===== config.mk =====
export PLATFORM = sky130hd
export DESIGN_NAME = ptimer_chan
export DESIGN_NICKNAME = d
export VERILOG_FILES = /design/src/rtl/ptimer_pkg.sv /design/src/rtl/tmr_prescale.sv /design/src/rtl/tmr_count.sv /design/src/rtl/tmr_cause.sv /design/src/rtl/ptimer_chan.sv
export SDC_FILE = /design/constraint.sdc
export NUM_CORES = 1
export LEC_CHECK = 0
export BUFFER_PORTS_ARGS = -buffer_cell sky130_fd_sc_hd__buf_2
export CORE_MARGIN = 2
export CORE_UTILIZATION = 50
export CTS_CLUSTER_SIZE = 28
export DETAILED_ROUTE_END_ITERATION = 12
export PLACE_DENSITY = 0.84
export SLEW_MARGIN = 20
export SYNTH_ARGS = -nofsm -noshare
export SYNTH_HDL_FRONTEND = slang
export SYNTH_SLANG_ARGS = --single-unit

===== constraint.sdc =====
create_clock -name clk_i -period 5.7 [get_ports clk_i]
set_clock_uncertainty 0.15 [all_clocks]
set_input_delay 0.57 -clock clk_i [delete_from_list [all_inputs] [get_ports clk_i]]
set_output_delay 0.57 -clock clk_i [all_outputs]
set_load 0.01 [all_outputs]

===== src/rtl/ptimer_pkg.sv =====
package ptimer_pkg;
  localparam int CTRL_W  = 6;
  localparam int CFG_W   = 6;
  localparam int C_STOP  = 0;
  localparam int C_IVL   = 1;
  localparam int C_DOWN  = 2;
  localparam int C_MEN   = 3;
  localparam int C_ZERO  = 4;
  localparam logic [CTRL_W-1:0] CTRL_RST_VAL = 6'h21;
endpackage


===== src/rtl/tmr_prescale.sv =====
module tmr_prescale #(
  parameter int PS_W = 4
) (
  input  logic            clk_i,
  input  logic            rst_ni,
  input  logic            run_i,
  input  logic            restart_i,
  input  logic            en_i,
  input  logic [PS_W-1:0] sel_i,
  output logic            tick_o
);
  localparam int DIV_W = 1 << PS_W;

  logic [DIV_W-1:0] div_q, lim;

  // terminal value 2^(sel+1)-1: ones in the low sel+1 bits
  always_comb begin
    for (int i = 0; i < DIV_W; i++) lim[i] = (i <= int'(sel_i));
  end

  assign tick_o = run_i && (!en_i || (div_q == lim));

  always_ff @(posedge clk_i or negedge rst_ni) begin
    if (!rst_ni)                           div_q <= '0;
    else if (restart_i || !run_i || !en_i) div_q <= '0;
    else if (div_q == lim)                 div_q <= '0;
    else                                   div_q <= div_q + 1'b1;
  end
endmodule


===== src/rtl/tmr_count.sv =====
module tmr_count #(
  parameter int CNT_W     = 16,
  parameter int NUM_MATCH = 3
) (
  input  logic                       clk_i,
  input  logic                       rst_ni,
  input  logic                       tick_i,
  input  logic                       zero_i,
  input  logic                       down_i,
  input  logic                       ivl_i,
  input  logic                       men_i,
  input  logic [CNT_W-1:0]           interval_i,
  input  logic [NUM_MATCH*CNT_W-1:0] match_i,
  output logic [CNT_W-1:0]           count_o,
  output logic                       wrap_o,
  output logic [NUM_MATCH-1:0]       hit_o
);
  logic [CNT_W-1:0] cnt_q, nxt, top;
  logic             wrap;

  assign top = ivl_i ? interval_i : {CNT_W{1'b1}};

  always_comb begin
    nxt  = cnt_q;
    wrap = 1'b0;
    if (down_i) begin
      if (cnt_q == '0) begin
        nxt  = top;
        wrap = 1'b1;
      end else if (cnt_q > top) begin
        nxt = top;
      end else begin
        nxt = cnt_q - 1'b1;
      end
    end else begin
      if (cnt_q >= top) begin
        nxt  = '0;
        wrap = 1'b1;
      end else begin
        nxt = cnt_q + 1'b1;
      end
    end
  end

  assign wrap_o = tick_i && wrap && !zero_i;

  // next value never exceeds top, so out-of-range compares cannot hit
  for (genvar k = 0; k < NUM_MATCH; k++) begin : g_hit
    assign hit_o[k] = tick_i && men_i && !zero_i &&
                      (nxt == match_i[k*CNT_W +: CNT_W]);
  end

  always_ff @(posedge clk_i or negedge rst_ni) begin
    if (!rst_ni)     cnt_q <= '0;
    else if (zero_i) cnt_q <= '0;
    else if (tick_i) cnt_q <= nxt;
  end

  assign count_o = cnt_q;
endmodule


===== src/rtl/tmr_cause.sv =====
module tmr_cause #(
  parameter int W = 6
) (
  input  logic         clk_i,
  input  logic         rst_ni,
  input  logic [W-1:0] set_i,
  input  logic         clr_i,
  output logic [W-1:0] cause_o
);
  logic [W-1:0] q;

  always_ff @(posedge clk_i or negedge rst_ni) begin
    if (!rst_ni) q <= '0;
    else         q <= (clr_i ? '0 : q) | set_i;
  end

  assign cause_o = q;
endmodule


===== src/rtl/ptimer_chan.sv =====
module ptimer_chan
  import ptimer_pkg::*;
#(
  parameter int CNT_W     = 16,
  parameter int NUM_MATCH = 3,
  parameter int PS_W      = 4
) (
  input  logic                       clk_i,
  input  logic                       rst_ni,
  input  logic [CFG_W-1:0]           clk_cfg_i,
  input  logic                       ctrl_wr_i,
  input  logic [CTRL_W-1:0]          ctrl_wdata_i,
  input  logic [CNT_W-1:0]           interval_i,
  input  logic [NUM_MATCH*CNT_W-1:0] match_i,
  input  logic                       cause_clr_i,
  output logic [CTRL_W-1:0]          ctrl_o,
  output logic [CNT_W-1:0]           count_o,
  output logic [NUM_MATCH+2:0]       cause_o
);
  localparam int CAUSE_W = NUM_MATCH + 3;
  localparam int Q_OVF   = NUM_MATCH + 1;

  logic [CTRL_W-1:0]    ctrl_q;
  logic [CFG_W-1:0]     cfg_q;
  logic                 tick, wrap, restart, zero;
  logic [NUM_MATCH-1:0] hit;
  logic [CAUSE_W-1:0]   set_vec;

  always_ff @(posedge clk_i or negedge rst_ni) begin
    if (!rst_ni) begin
      ctrl_q <= CTRL_RST_VAL;
      cfg_q  <= '0;
    end else begin
      cfg_q <= clk_cfg_i;
      if (ctrl_wr_i) ctrl_q <= ctrl_wdata_i & ~(CTRL_W'(1) << C_ZERO);
    end
  end

  assign restart = ctrl_wr_i || (clk_cfg_i != cfg_q);
  assign zero    = ctrl_wr_i && ctrl_wdata_i[C_ZERO];

  tmr_prescale #(.PS_W(PS_W)) u_pre (
    .clk_i     (clk_i),
    .rst_ni    (rst_ni),
    .run_i     (!ctrl_q[C_STOP]),
    .restart_i (restart),
    .en_i      (clk_cfg_i[0]),
    .sel_i     (clk_cfg_i[PS_W:1]),
    .tick_o    (tick)
  );

  tmr_count #(.CNT_W(CNT_W), .NUM_MATCH(NUM_MATCH)) u_cnt (
    .clk_i      (clk_i),
    .rst_ni     (rst_ni),
    .tick_i     (tick),
    .zero_i     (zero),
    .down_i     (ctrl_q[C_DOWN]),
    .ivl_i      (ctrl_q[C_IVL]),
    .men_i      (ctrl_q[C_MEN]),
    .interval_i (interval_i),
    .match_i    (match_i),
    .count_o    (count_o),
    .wrap_o     (wrap),
    .hit_o      (hit)
  );

  always_comb begin
    set_vec        = '0;
    set_vec[0]     = wrap && ctrl_q[C_IVL];
    set_vec[Q_OVF] = wrap && !ctrl_q[C_IVL];
    for (int k = 0; k < NUM_MATCH; k++) set_vec[k+1] = hit[k];
  end

  tmr_cause #(.W(CAUSE_W)) u_cause (
    .clk_i   (clk_i),
    .rst_ni  (rst_ni),
    .set_i   (set_vec),
    .clr_i   (cause_clr_i),
    .cause_o (cause_o)
  );

  assign ctrl_o = ctrl_q;
endmodule


==> flow_summary_export.csv <==
group,metric,value,unit
route,wl_per_cell,24.4,um
power,net-switching-power,2.14,mW
synthesis,synth_fa_ha_area_frac,0.0462,
power,p_per_area,599,nW/um^2
clocking,cts_tree,"yes",
setup_path,critPathRequiredTime,5.77,ns
synthesis,synth_top_cell_by_area,"dfrtp_1",
route,dr.first_iter.drc_count,909,
grt,grt_pass1_vias,5833,
sta,finalHoldViolations,0,
sta,final.setup.tns,0,ns
route,routed_wl,22800,um
floorplan,die_area,11700,um^2
synthesis,synth_edf_count,0,
clocking,postCtsHoldBufs,0,
power,power,3.65,mW
setup_path,cp_max_fo,14,
clocking,clkTransAtPathRegs,0.10,ns
grt,grt-ovfl-total,0,
clocking,h-tree-depth,2,
final_layout,final_cells,937,
place,port_buffers,105,
floorplan,die_h,108,um
synthesis,synthFlopType,"dfrtp_1",
grt,grt_pass1_wl,34900,um
setup_path,critPathCaptureType,"flip-flop",
final_layout,fillers,1036,
synthesis,synth.top_cells.by_area,"dfrtp_1, xor2_1, xnor2_1",
floorplan,core_area,10400,um^2
synthesis,synth_commonest_cells,"nor2_1, nand2_1, o21ai_0",
route,vias,6319,
synthesis,synth_mux_area_frac,0.0307,
sta,fin_crit,4.80,ns
synthesis,synth.cell_area,5420,um^2
grt,grt_max_degree,49,
synthesis,synth_area_per_cell,7.54,um^2
place,place_hpwl,17900,um
final_layout,nets,900,
place,gp_congestion,1.07,
synthesis,synth_top_family_by_area,"simple AND/OR/NAND/NOR gates",
route,drt_drc_violations_left,0,
grt,antenna_found_initial,0,
synthesis,synth-simple-area-share,0.264,
synthesis,synth-compound-area-share,0.239,
floorplan,io_pins,108,
setup_path,criticalPathCategory,"reg2reg",
final_layout,drive_gt1_frac,0.194,
status,status,"finished, final reports clean",
clocking,cts.sink_count,48,
route,ant_nets,0,
power,sw_frac_of_total,0.587,
clocking,cts_setup_buffers,0,
synthesis,synth_most_common_cell,"nor2_1",
route,drt_first_pass_iters,5,
synthesis,yosys_warnings,0,
synthesis,async_flop_share,1.00,
clocking,cts-root-buf,"clkbuf_8",
synthesis,synth_xor_area_frac,0.142,
sta,slew_violations,0,
sta,rsz0062_at_grt,"false",
power,vdd_drop_max,0.306,mV
final_layout,area_growth,12.6,%
synthesis,synth.distinct_cells,82,
floorplan,num_rows,37,
floorplan,dieWidth,108,um
power,pwr-share-clk,0.059,
synthesis,syn_inst,718,
clocking,insertion_delay,0.33,ns
power,p_leak,2.62,nW
sta,max_slew_margin,0.278,
clocking,ctsResizeCount,0,
sta,fmax,0.208,GHz
power,comb_power_share,0.791,
power,seq_power_share,0.150,
sta,finalSetupViolCount,0,
flow_run,maxCapViolCount,0,
power,p_int,1.51,mW
setup_path,cp-start-kind,"flip-flop",
clocking,cts_buffer_depth,2,
grt,grt_use_total,0.399,
synthesis,ys_ff_latch,48,
floorplan,initial_core_util,0.520,
synthesis,yosysSeqAreaShare,0.222,
place,placed_cells,929,
synthesis,synth_top_area_share,0.213,
clocking,cts_made_buffers,5,
setup_path,crit_arrival,4.87,ns
sta,fin_hold_ws,0.158,ns
final_layout,n_antenna_cell,0,
sta,finalCritPeriodShare,0.843,
worst_hold_path,hp-class,"in2async",
sta,tightest_slew,1.08,ns
route,via_per_inst,6.74,
## state kept, by name, indices dropped and copies added, names as in the netlist
register         cells
ctrl_o               5
u_cause.cause_o      5
u_cnt.count_o       16
cfg_q                6
u_pre.div_q         16
## cell type report
type / instances / area [um^2] / area share
multi-input combinational: 603 / 3920 / 0.643
sequential: 48 / 1200 / 0.197
clock inverter: 2 / 12.5 / 0.00205
tap: 136 / 170 / 0.0279
timing repair buffer: 119 / 631 / 0.103
clock buffer: 6 / 72.6 / 0.0119
inverter: 23 / 86.3 / 0.0142
## power by group through the flow
stage | clock [mW] | sequential [mW] | combinational (mW)
2_1_floorplan | 0 | 0.497 | 1.94
3_3_place_gp | 0 | 0.545 | 2.79
3_5_place_dp | 0 | 0.548 | 2.75
4_1_cts | 0.216 | 0.543 | 2.76
5_1_grt | 0.229 | 0.554 | 3.03
6_report | 0.216 | 0.548 | 2.89
## cell families (layout without fill, tap and decap cells)
family,after synthesis,after routing
adder cells (fa/ha/maj),20,20
AO/OA/AOI/OAI,194,194
flip-flops,48,48
AND/OR/NAND/NOR,284,284
buffers and inverters,68,150
multiplexers,15,15
other,1,2
XOR/XNOR,88,88
## routing by layer
metal  part of all wire  vias to the layer above  global-route usage
met4              0.076                        0               0.251
li1                   -                     2790                   -
met5                  0                        -                   0
met3               0.13                      117              0.0832
met2               0.42                      494               0.590
met1               0.38                     2918               0.530
## worst paths after layout
check                      slack (ns)                            to  cells past startpoint                          from
max                              0.90  u_cause.cause_o[2]$_DFF_PN0_                     15         ctrl_o[1]$_DFFE_PN0P_
min                              0.16  u_cause.cause_o[3]$_DFF_PN0_                      2                        rst_ni
max reg2reg                      0.90  u_cause.cause_o[2]$_DFF_PN0_                     15         ctrl_o[1]$_DFFE_PN0P_
min reg2reg                      0.36  u_cause.cause_o[3]$_DFF_PN0_                      1  u_cause.cause_o[3]$_DFF_PN0_
max in group asynchronous        4.76         ctrl_o[1]$_DFFE_PN0P_                      2                        rst_ni
min in group clk_i               0.22            cfg_q[5]$_DFF_PN0_                      1                  clk_cfg_i[5]
## through the flow
step                instance area, um^2  worst slack, ns   util
detailed placement                 6010             1.12  0.577
finish                             6100            0.895  0.585
CTS                                6100             1.11  0.585
global route                       6100            0.676  0.585
global placement                   6010             1.14  0.577
floorplan                          5420             1.63      -
## worst max-delay path, stage by stage (launching register included)
cell      delay, ns
dfrtp_1        0.42
clkinv_1       0.22
buf_4          0.27
nor2_1         0.36
ha_1           0.33
a21oi_1        0.14
nor3_1         0.07
nor4_2         0.52
nand3_1        0.57
buf_4          0.36
nand2b_1       0.08
a31oi_1        0.08
a311oi_1       0.73
a221oi_1       0.13
nand4_1        0.17
o32ai_1        0.10
## layout by cell type, fill, tap and decap left out, drive strengths merged, types with 4 or more instances in the layout
cell and n:
a2111oi 4, dfrtp 46, a31oi 11, o2111ai 4, nor4 15, o32ai 4, and3 14, buf 119
o211ai 6, nand2 57, o21ai 59, clkbuf 6, inv 21, nor3 24, or3 10, xor2 47
mux2i 5, o31ai 4, nor2 83, a22o 4, nand2b 11, ha 20, o221ai 4, a211oi 8
o22ai 14, nor2b 6, xnor2 41, nand4 15, mux2 10, a21oi 36, nand3 29
Note: power is estimated with default switching activity, not from simulation.
